===== src/rtl/adc_sp_pkg.sv =====
package adc_sp_pkg;
  typedef enum logic {
    MODE_EXT  = 1'b0,
    MODE_SELF = 1'b1
  } sclk_mode_e;
endpackage


===== src/rtl/adc_sp_clkgen.sv =====
module adc_sp_clkgen #(
  parameter int DIV = 4
) (
  input  logic clk_i,
  input  logic rst_ni,
  input  logic run_i,
  output logic sclk_o,
  output logic fall_o
);
  localparam int CW = (DIV > 2) ? $clog2(DIV) : 1;
  localparam logic [CW-1:0] LAST = CW'(DIV - 1);
  localparam logic [CW-1:0] HALF = CW'(DIV / 2);

  logic [CW-1:0] cnt_q;

  always_ff @(posedge clk_i or negedge rst_ni) begin
    if (!rst_ni)            cnt_q <= '0;
    else if (!run_i)        cnt_q <= '0;
    else if (cnt_q == LAST) cnt_q <= '0;
    else                    cnt_q <= cnt_q + 1'b1;
  end

  // low half first, so the receiver sees a rising edge mid-bit
  assign sclk_o = run_i && (cnt_q >= HALF);
  assign fall_o = run_i && (cnt_q == LAST);
endmodule


===== src/rtl/adc_sp_sync.sv =====
module adc_sp_sync (
  input  logic clk_i,
  input  logic rst_ni,
  input  logic sclk_i,
  output logic fall_o
);
  logic s1_q, s2_q, s3_q;

  always_ff @(posedge clk_i or negedge rst_ni) begin
    if (!rst_ni) begin
      s1_q <= 1'b0;
      s2_q <= 1'b0;
      s3_q <= 1'b0;
    end else begin
      s1_q <= sclk_i;
      s2_q <= s1_q;
      s3_q <= s2_q;
    end
  end

  assign fall_o = s3_q && !s2_q;
endmodule


===== src/rtl/adc_sp_shifter.sv =====
module adc_sp_shifter #(
  parameter int W     = 20,
  parameter int FRAME = 512
) (
  input  logic         clk_i,
  input  logic         rst_ni,
  input  logic         load_i,
  input  logic [W-1:0] word_i,
  input  logic         cs_ni,
  input  logic         shift_i,
  output logic         busy_o,
  output logic         sdata_o,
  output logic         drdy_no
);
  localparam int IW = $clog2(W);
  localparam int FW = $clog2(FRAME);
  localparam logic [FW-1:0] DROP_AT = FW'(FRAME - 3);
  localparam logic [IW-1:0] MSB_IDX = IW'(W - 1);

  logic [W-1:0]  word_q, pend_word_q;
  logic          pend_q, have_q, busy_q;
  logic [IW-1:0] idx_q;
  logic [FW-1:0] fcnt_q;
  logic          expired;

  assign expired = (fcnt_q == DROP_AT);

  always_ff @(posedge clk_i or negedge rst_ni) begin
    if (!rst_ni)            fcnt_q <= '0;
    else if (load_i)        fcnt_q <= '0;
    else if (!expired)      fcnt_q <= fcnt_q + 1'b1;
  end

  always_ff @(posedge clk_i or negedge rst_ni) begin
    if (!rst_ni) begin
      word_q      <= '0;
      pend_word_q <= '0;
      pend_q      <= 1'b0;
      have_q      <= 1'b0;
      busy_q      <= 1'b0;
      idx_q       <= '0;
    end else if (busy_q) begin
      if (shift_i && idx_q == '0) begin
        busy_q <= 1'b0;
        pend_q <= 1'b0;
        have_q <= load_i || pend_q;
        if (load_i)      word_q <= word_i;
        else if (pend_q) word_q <= pend_word_q;
      end else begin
        if (load_i) begin
          pend_word_q <= word_i;
          pend_q      <= 1'b1;
        end
        if (shift_i) idx_q <= idx_q - 1'b1;
      end
    end else if (load_i) begin
      word_q <= word_i;
      have_q <= 1'b1;
    end else if (have_q && expired) begin
      have_q <= 1'b0;
    end else if (have_q && !cs_ni) begin
      busy_q <= 1'b1;
      idx_q  <= MSB_IDX;
    end
  end

  assign busy_o  = busy_q;
  assign sdata_o = word_q[idx_q];
  assign drdy_no = !have_q;
endmodule


===== src/rtl/adc_serial_port.sv =====
module adc_serial_port
  import adc_sp_pkg::*;
#(
  parameter int WORD_W      = 20,
  parameter int SCLK_DIV    = 4,
  parameter int FRAME_CYCLES = 512
) (
  input  logic              clk_i,
  input  logic              rst_ni,
  input  logic              load_i,
  input  logic [WORD_W-1:0] word_i,
  input  logic              cs_ni,
  input  logic              mode_i,
  input  logic              sclk_i,
  output logic              sclk_o,
  output logic              sclk_oe_o,
  output logic              sdata_o,
  output logic              sdata_oe_o,
  output logic              drdy_no
);
  logic self_clk, busy, gen_sclk, gen_fall, ext_fall, shift_evt;

  assign self_clk = (sclk_mode_e'(mode_i) == MODE_SELF);

  adc_sp_clkgen #(.DIV(SCLK_DIV)) i_clkgen (
    .clk_i  (clk_i),
    .rst_ni (rst_ni),
    .run_i  (busy && self_clk),
    .sclk_o (gen_sclk),
    .fall_o (gen_fall)
  );

  adc_sp_sync i_sync (
    .clk_i  (clk_i),
    .rst_ni (rst_ni),
    .sclk_i (sclk_i),
    .fall_o (ext_fall)
  );

  assign shift_evt = self_clk ? gen_fall : ext_fall;

  adc_sp_shifter #(.W(WORD_W), .FRAME(FRAME_CYCLES)) i_shifter (
    .clk_i   (clk_i),
    .rst_ni  (rst_ni),
    .load_i  (load_i),
    .word_i  (word_i),
    .cs_ni   (cs_ni),
    .shift_i (shift_evt),
    .busy_o  (busy),
    .sdata_o (sdata_o),
    .drdy_no (drdy_no)
  );

  assign sclk_o     = self_clk && gen_sclk;
  assign sclk_oe_o  = self_clk;
  assign sdata_oe_o = busy;
endmodule


===== config.mk =====
export PLATFORM = sky130hd
export DESIGN_NAME = adc_serial_port
export DESIGN_NICKNAME = d
export VERILOG_FILES = /design/src/rtl/adc_sp_pkg.sv /design/src/rtl/adc_sp_clkgen.sv /design/src/rtl/adc_sp_sync.sv /design/src/rtl/adc_sp_shifter.sv /design/src/rtl/adc_serial_port.sv
export SDC_FILE = /design/constraint.sdc
export NUM_CORES = 1
export LEC_CHECK = 0
export BUFFER_PORTS_ARGS = -buffer_cell sky130_fd_sc_hd__buf_4
export CAP_MARGIN = 10
export CORE_AREA = 2 2 78 99
export DETAILED_ROUTE_END_ITERATION = 7
export DIE_AREA = 0 0 80 101
export GPL_ROUTABILITY_DRIVEN = 0
export PLACE_DENSITY_LB_ADDON = 0.1
export REMOVE_ABC_BUFFERS = 1
export SLEW_MARGIN = 40
export SYNTH_ARGS = -nofsm -noshare
export SYNTH_HDL_FRONTEND = slang
export SYNTH_SLANG_ARGS = --single-unit
export TNS_END_PERCENT = 5

===== constraint.sdc =====
create_clock -name clk_i -period 2.25 [get_ports clk_i]
set_input_delay 0 -clock clk_i [delete_from_list [all_inputs] [get_ports clk_i]]
set_output_delay 0 -clock clk_i [all_outputs]
set_load 0.02 [all_outputs]

==> results of run 1 <==
what timing repair did:
item	in CTS	in global routing
setup buffers	0	0
hold buffers	24	0
setup endpoints to repair	0	1
endpoints found under the hold margin	93	0
gates resized for setup	0	1
state kept, by name (all words and copies together), names as in the netlist:
register and cells:
i_shifter.pend_q 1, i_shifter.fcnt_q 9, i_shifter.have_q 1, i_shifter.word_q 20, i_shifter.pend_word_q 20, i_clkgen.cnt_q 2, i_sync.s1_q 1, i_shifter.idx_q 5
i_sync.s3_q 1, i_shifter.busy_o 1, i_sync.s2_q 1
layout make-up:
type                    instances  area (um^2)  share of cell area (%)
clock inverters                 1        5.005                  0.1294
multi-input cells             150         1461                   37.80
well taps                      92        115.1                   2.977
clock buffers                  13        168.9                   4.369
inverters                       6        22.52                  0.5825
flip-flops and latches         62         1551                   40.13
repair buffers                 62        541.8                   14.01
stage by stage:
step                util (%)  worst slack [ns]
floorplan                  -           -0.1430
global placement       48.01            0.2103
detailed placement     48.01            0.1726
CTS                    53.78           0.05939
global route           53.83           0.02699
finish                 53.83            0.1583
placed cells by master, fill, tap and decap left out, types with 4 or more instances in the layout:
cell           instances
clkbuf_8              12
mux4_2                 4
ha_1                   5
mux2_1                 6
nor2_1                15
mux2_4                20
nand2_1                8
dfrtp_1               62
inv_1                  6
xor2_1                 4
buf_4                 36
dlygate4sd3_1         24
mux2i_1                4
nor2b_1                4
mux2_2                35
synth_stat cells, types with 4 or more instances:
master,number
ha_1,5
mux2_4,20
nor2_1,15
mux4_2,4
inv_1,6
mux2_2,35
xor2_1,4
nor2b_1,4
mux2i_1,4
clkbuf_1,5
nand2_1,8
mux2_1,6
dfrtp_1,62
buf_4,4
cell families after synthesis:
family / Yosys count / synth area share [%]
simple gates: 45 / 7.769
xor+xnor: 5 / 1.394
buf+inv: 19 / 4.064
compound gates: 26 / 6.972
flops: 62 / 49.40
mux: 69 / 28.41
fa+ha+maj: 5 / 1.992
routing by layer:
metal | vias up | global-route usage, %
li1 | 950 | -
met3 | 11 | 2.957
met5 | - | 0
met1 | 958 | 19.11
met2 | 24 | 25.77
met4 | 0 | 8.996
final timing paths:
kind                                                startpoint                               end  slack, ns  depth (start not counted)
worst max-delay path            i_shifter.idx_q[1]$_DFFE_PN0P_  i_shifter.word_q[11]$_DFFE_PN0P_       0.16                          7
worst min-delay path                                     cs_ni        i_shifter.busy_o$_DFF_PN0_       0.04                          4
worst max register to register  i_shifter.idx_q[1]$_DFFE_PN0P_  i_shifter.word_q[11]$_DFFE_PN0P_       0.16                          7
worst min register to register           i_sync.s1_q$_DFF_PN0_             i_sync.s2_q$_DFF_PN0_       0.35                          0
max in group asynchronous                               rst_ni      i_shifter.have_q$_DFFE_PN0P_       1.62                          2
min in group asynchronous                               rst_ni   i_shifter.fcnt_q[7]$_DFFE_PN0P_       0.20                          2
where the power goes:
| part | switching [W] | leakage (nW) | total [W] | internal, W |
|---|---|---|---|---|
| registers | 0.000234 | 0.734 | 0.00170 | 0.00147 |
| logic | 0.000508 | 0.897 | 0.00139 | 0.000884 |
| clock network | 0.000395 | 0.0914 | 0.000871 | 0.000477 |
| total | 0.00114 | 1.72 | 0.00396 | 0.00283 |
worst max-delay path, stage by stage (launching register included):
cell and delay [ns]:
dfrtp_1 0.43, inv_1 0.09, ha_1 0.21, nor4b_4 0.25, a21bo_4 0.29, a21oi_4 0.17, buf_12 0.20, mux2_4 0.31
==> out/metrics.cfg, run 1 <==
[run_status]
status=finished clean

[timing]
setup_tns_ns=0
max_slew_margin_pct=61.75
hold_viol_final=0
min_period_ns=2.092
worst_pin_slew_ns=0.5737
finalCritPeriodShare_pct=92.96
drv_slew=0
max_freq_ghz=0.4781
finalSetupViolations=0
clock_skew_ns=0.004817
hold_ws_ns=0.04235
rsz0062_at_grt=false

[clock_network]
cts_buffer_depth=2
clkTransAtPathRegs_ns=0.06
cts_tree=built
h-tree-depth=3
clk_latency_ns=0.33
clock-sinks=62
root_buffer=clkbuf_8
cts_buffers=9

[detailed_routing]
drcViolationCount=0
route.met2.wl_um=2743
drt_iter0_drc=31
routed_wirelength_um=5547
wl_met1_um=2549
wl_per_cell_um=14.37
dr_total_vias=1943
met3_length_um=128
ant_nets=0
dr.pass1.iters=4
top_layer_used=met4
viasPerCell=5.034

[setup_path]
crit_path_start_kind=flip-flop
crit_type=reg -> reg
cp_max_fo=20
cp_data_required_time_ns=2.46
crit_arrival_ns=2.30
end_kind=flip-flop

[synth]
syn_area_per_cell_um2=13.60
syn_inst=231
synthTopCellsByArea=dfrtp_1, mux2_2, mux2_4, mux4_2, mux2_1
synth_top_area_share_pct=49.40
synth-edff-count=0
ys_ff_latch=62
synth_area_mm2=0.003141
synth_ff_type=dfrtp_1
ys_types=49
yosys_warnings=0
synth_seq_area_share_pct=49.40
yosys.area.top_type=dfrtp_1
async_flop_share_pct=100.0

[floorplan]
core-area_mm2=0.007182
rows=35
die_w_um=80
die_area_mm2=0.008080
die_y_um=101
start_util_pct=43.73
io_pins=31

[pwr]
ir_drop_mv=0.4895
power_w=0.003964
power.leakage_nw=1.722
power.density_mw_per_mm2=1025

[flow_run]
drv_cap=0

[placed_design]
place_area_mm2=0.003448
io_buffers=30
hpwl_um=3633
dpl.cell_count=348

[global_route]
grt_max_degree=63
antenna_found_initial=0
grt-ovfl-total=0
grt_pass1_wl_um=9604
first_global_vias=2046
grt_use_total_pct=15.67

[finish]
fin_area_mm2=0.003866
area.growth.synth_to_final_pct=23.11
instances_no_fill=386
final_layout_size_suffix_gt1_share_pct=39.80
nets=322
diodes=0
fill_cells=628

[min_path]
worstHoldPathType=in -> reg

(Power assumes the default switching activity.)
==> run 2: changes to the inputs <==
--- a/config.mk
+++ b/config.mk
@@ -11,6 +11,7 @@
 export DETAILED_ROUTE_END_ITERATION = 7
 export DIE_AREA = 0 0 80 101
 export GPL_ROUTABILITY_DRIVEN = 0
+export HOLD_SLACK_MARGIN = 0.05
 export PLACE_DENSITY_LB_ADDON = 0.1
 export REMOVE_ABC_BUFFERS = 1
 export SLEW_MARGIN = 40
==> run 2 against run 1 <==
Compared with the run above:
- register-to-register slack about the same
- worst hold slack improved by 0.16 ns
- combinational power about the same
- sequential share of layout area decreased by 0.10 points
- critical endpoint is now i_shifter.word_q[10]$_DFFE_PN0P_
- sequential cell count unchanged
- global-route usage unchanged
- critical path type unchanged
==> out/metrics.cfg, run 2 (synthesis gave the netlist of run 1 again) <==
[global_route]
antenna_found_initial=0
grt-ovfl-total=0
grt_max_degree=63
first_global_vias=2052
grt_use_total_pct=15.67
grt_pass1_wl_um=9604

[setup_path]
cp_data_required_time_ns=2.46
crit_arrival_ns=2.31
crit_path_start_kind=flip-flop
cp_max_fo=20
crit_type=reg -> reg
end_kind=flip-flop
r2r.worst_path.cells=7

[timing]
hold_viol_final=0
drv_slew=0
setup_tns_ns=0
worst_pin_slew_ns=0.5703
min_period_ns=2.091
rsz0062_at_grt=false
max_slew_margin_pct=61.98
max_freq_ghz=0.4781
setup_ws_ns=0.1586
finalCritPeriodShare_pct=92.95
hold_ws_ns=0.2028
finalSetupViolations=0
clock_skew_ns=0.004816

[finish]
fin_area_mm2=0.003876
area.growth.synth_to_final_pct=23.43
final_layout_size_suffix_gt1_share_pct=39.66
largestRegisters=i_shifter.pend_word_q (20), i_shifter.word_q (20), i_shifter.fcnt_q (9)
diodes=0
fill_cells=627
final_common_cell=dfrtp_1
nets=323
final_cell_mix=dfrtp_1, buf_4, mux2_2

[pwr]
pwr-share-clk_pct=21.9
combPwrFrac_pct=35.1
p_switching_w=0.001132
seqPwrFrac_pct=42.9
power.leakage_nw=1.726
ir_drop_mv=0.4896
swShare_pct=28.58
power.density_mw_per_mm2=1022
p_int_w=0.002828

[floorplan]
die_y_um=101
rows=35
die_area_mm2=0.008080
io_pins=31
core-area_mm2=0.007182
start_util_pct=43.73
die_w_um=80

[min_path]
worstHoldPathType=in -> async

[placed_design]
io_buffers=30
place_area_mm2=0.003448
pre_cts_slack_ns=0.1726
hpwl_um=3633

[run_status]
status=finished clean

[clock_network]
clock-sinks=62
root_buffer=clkbuf_8
clkTransAtPathRegs_ns=0.06
cts_setup_buffers=0
cts_buffer_depth=2
cts_buffers=9
h-tree-depth=3
clk_latency_ns=0.33
cts_tree=built

[detailed_routing]
ant_nets=0
routed_wirelength_um=5532
drcViolationCount=0
wl_per_cell_um=14.29
dr_total_vias=1946
dr.pass1.iters=4
viasPerCell=5.028
drt_iter0_drc=31

[flow_run]
drv_cap=0

-- run 2: timing repair --
action / 4_1_cts / 5_1_grt
setup endpoints to repair: 0 / 1
resized for setup: 0 / 1
hold endpoints to repair: 114 / 0
hold buffers: 25 / 0
-- run 2: power groups by stage --
stage	clock network, W	registers (W)	logic (W)
finish	0.000868	0.00170	0.00139
global route	0.000946	0.00175	0.00153
CTS	0.000908	0.00170	0.00142
detailed placement	0	0.00172	0.00138
global placement	0	0.00171	0.00135
floorplan	0	0.00169	0.00101
-- run 2: per-layer routing --
layer	wire (um)	global-route usage, %
met3	136	2.957
met4	127	8.996
met1	2522	19.11
met2	2745	25.77
met5	0	0
-- run 2: worst max-delay path, stage by stage (launching register included) --
cell and delay, ns:
dfrtp_1 0.43, inv_1 0.09, ha_1 0.21, nor4b_4 0.25, a21bo_4 0.29, a21oi_4 0.17, buf_12 0.20, mux2_4 0.31
-- run 2: metrics by stage --
step,power [W],util [%],instances
finish,0.003960,53.97,387
global route,0.004227,53.97,387
CTS,0.004029,53.92,387
detailed placement,0.003101,48.01,348
global placement,0.003066,48.01,348
floorplan,0.002698,-,218
-- run 2: final cells by class --
type | instances | area (um^2) | share of cell area [%]
clock buffer | 13 | 168.9 | 4.358
clock inverter | 1 | 5.005 | 0.1291
inverter | 6 | 22.52 | 0.5810
tap | 92 | 115.1 | 2.970
timing repair buffer | 63 | 551.8 | 14.23
multi-input combinational | 150 | 1461 | 37.70
sequential | 62 | 1551 | 40.03
-- run 2: path summary, 6_finish.rpt --
check                                               start                               end  slack [ns]
max in group asynchronous                          rst_ni      i_shifter.have_q$_DFFE_PN0P_        1.63
min                                                rst_ni   i_shifter.fcnt_q[7]$_DFFE_PN0P_        0.20
min in group clk_i                                 sclk_i             i_sync.s1_q$_DFF_PN0_        0.32
max                        i_shifter.idx_q[1]$_DFFE_PN0P_  i_shifter.word_q[10]$_DFFE_PN0P_        0.16
min reg2reg                         i_sync.s1_q$_DFF_PN0_             i_sync.s2_q$_DFF_PN0_        0.35
max reg2reg                i_shifter.idx_q[1]$_DFFE_PN0P_  i_shifter.word_q[10]$_DFFE_PN0P_        0.16
==> run 3: changes to the inputs <==
--- a/config.mk
+++ b/config.mk
@@ -7,9 +7,9 @@
 export LEC_CHECK = 0
 export BUFFER_PORTS_ARGS = -buffer_cell sky130_fd_sc_hd__buf_4
 export CAP_MARGIN = 10
-export CORE_AREA = 2 2 78 99
+export CORE_AREA = 2 2 83 105
 export DETAILED_ROUTE_END_ITERATION = 7
-export DIE_AREA = 0 0 80 101
+export DIE_AREA = 0 0 85 107
 export GPL_ROUTABILITY_DRIVEN = 0
 export HOLD_SLACK_MARGIN = 0.05
 export PLACE_DENSITY_LB_ADDON = 0.1
==> run 3 against run 2 <==
Compared with the run above:
- setup slack got worse by 0.056 ns
- via count rose by 0.98%
- combinational power rose by 4%
- critical endpoint is now sdata_o
- largest cell class unchanged
- largest power group unchanged
==> out/metrics.cfg, run 3 (synthesis gave the netlist of run 1 again) <==
[run_status]
status=finished clean

[flow_run]
drv_cap=0

[detailed_routing]
viasPerCell=4.987
drt_iter0_drc=57
dr_total_vias=1965
drcViolationCount=0
ant_nets=0
dr.pass1.iters=3
wl_per_cell_um=14.98
routed_wirelength_um=5902

[placed_design]
hpwl_um=3678
io_buffers=30

[global_route]
grt_use_total_pct=14.23
first_global_vias=2084
grt_max_degree=63
antenna_found_initial=0
grt_pass1_wl_um=9942
grt-ovfl-total=0

[pwr]
power.leakage_nw=1.748
seqPwrFrac_pct=39.9
power_w=0.004228
p_switching_w=0.001216
pwr-share-clk_pct=26.2
swShare_pct=28.75
p_int_w=0.003012
combPwrFrac_pct=34.0
ir_drop_mv=0.4828
power.density_mw_per_mm2=1072

[finish]
final_layout_size_suffix_gt1_share_pct=40.40
diodes=0
final_cell_mix=dfrtp_1, mux2_2, buf_4
largestRegisters=i_shifter.pend_word_q (20), i_shifter.word_q (20), i_shifter.fcnt_q (9)
final_common_cell=dfrtp_1
utilization_pct=48.68
area.growth.synth_to_final_pct=25.58
nets=323

[floorplan]
io_pins=31
core-area_mm2=0.008102
die_y_um=107
start_util_pct=38.76
rows=37
die_area_mm2=0.009095
die_w_um=85

[clock_network]
clkTransAtPathRegs_ns=0.08
root_buffer=clkbuf_8
cts_buffer_depth=2
cts_setup_buffers=0
cts_tree=built
clock-sinks=62
clk_latency_ns=0.34
cts_buffers=9
h-tree-depth=3

[timing]
finalCritPeriodShare_pct=95.43
drv_slew=0
max_slew_margin_pct=60.94
worst_pin_slew_ns=0.5859
finalSetupViolations=0
hold_viol_final=0
min_period_ns=2.147
max_freq_ghz=0.4657
rsz0062_at_grt=false
clock_skew_ns=0.009856

[setup_path]
crit_arrival_ns=2.15
crit_path_start_kind=flip-flop
cp_max_fo=8
cp_data_required_time_ns=2.25
crit_type=reg -> out
end_kind=primary output

[min_path]
worstHoldPathType=in -> async

==> run 3: cell count changes in the layout (fill, tap and decap cells not counted), sizes merged <==
cell	change
clkbuf	-3
bufinv	+2
clkinvlp	+2
clkinv	+1
==> run 3: final timing paths <==
check,start,end,slack (ns),cells after the start
worst min register to register,i_sync.s1_q$_DFF_PN0_,i_sync.s2_q$_DFF_PN0_,0.36,0
min in group clk_i,sclk_i,i_sync.s1_q$_DFF_PN0_,0.31,2
max in group asynchronous,rst_ni,i_shifter.idx_q[4]$_DFFE_PN0P_,1.62,2
worst max-delay path,i_shifter.idx_q[0]$_DFFE_PN0P_,sdata_o,0.10,6
worst max register to register,i_shifter.idx_q[1]$_DFFE_PN0P_,i_shifter.word_q[13]$_DFFE_PN0P_,0.14,7
worst min-delay path,rst_ni,i_shifter.fcnt_q[6]$_DFFE_PN0P_,0.18,2
==> run 3: area by class of cell <==
class,instances,area (um^2)
Tap cell,97,121.4
Inverter,6,22.52
Clock inverter,6,85.08
Fill cell,718,4158
Timing Repair Buffer,63,564.3
Multi-Input combinational cell,150,1461
Clock buffer,10,137.6
Sequential cell,62,1551
==> run 3: power by group through the flow <==
stage | clock network (W) | logic [W] | registers [W]
2_1_floorplan | 0 | 0.00101 | 0.00169
3_3_place_gp | 0 | 0.00140 | 0.00169
3_5_place_dp | 0 | 0.00142 | 0.00170
4_1_cts | 0.00115 | 0.00146 | 0.00169
5_1_grt | 0.00118 | 0.00155 | 0.00173
6_report | 0.00111 | 0.00144 | 0.00169
==> run 3: through the flow <==
stage	hold slack, ns	cell area [um^2]	worst slack [ns]	setup TNS, ns	instances
floorplan	-0.2956	3035	-0.1430	-2.860	218
global placement	0.1144	3467	0.2100	0	353
detailed placement	0.1151	3467	0.1475	0	353
CTS	0.2971	3940	0.06520	0	394
global route	0.2637	3944	0.03047	0	394
finish	0.1763	3944	0.1029	0	394
==> run 3: repair_timing <==
| action | CTS | global route |
|---|---|---|
| gates resized for setup | 1 | 0 |
| hold endpoints to repair | 116 | 0 |
| endpoints found under the setup margin | 1 | 0 |
| hold buffers | 25 | 0 |
==> run 3: critical path, cell delays in order (launching register included) <==
cell,delay (ns)
dfrtp_1,0.38
buf_4,0.18
mux4_2,0.34
nor2b_1,0.05
or4_1,0.48
o311ai_1,0.16
buf_4,0.22
==> run 3: layer usage <==
layer | global-route usage [%] | vias up | share of wire [%]
met2 | 22.77 | 26 | 49
met4 | 6.463 | 0 | 1.7
met5 | 0 | - | 0
li1 | - | 957 | -
met1 | 17.81 | 975 | 46
met3 | 4.003 | 7 | 3.0
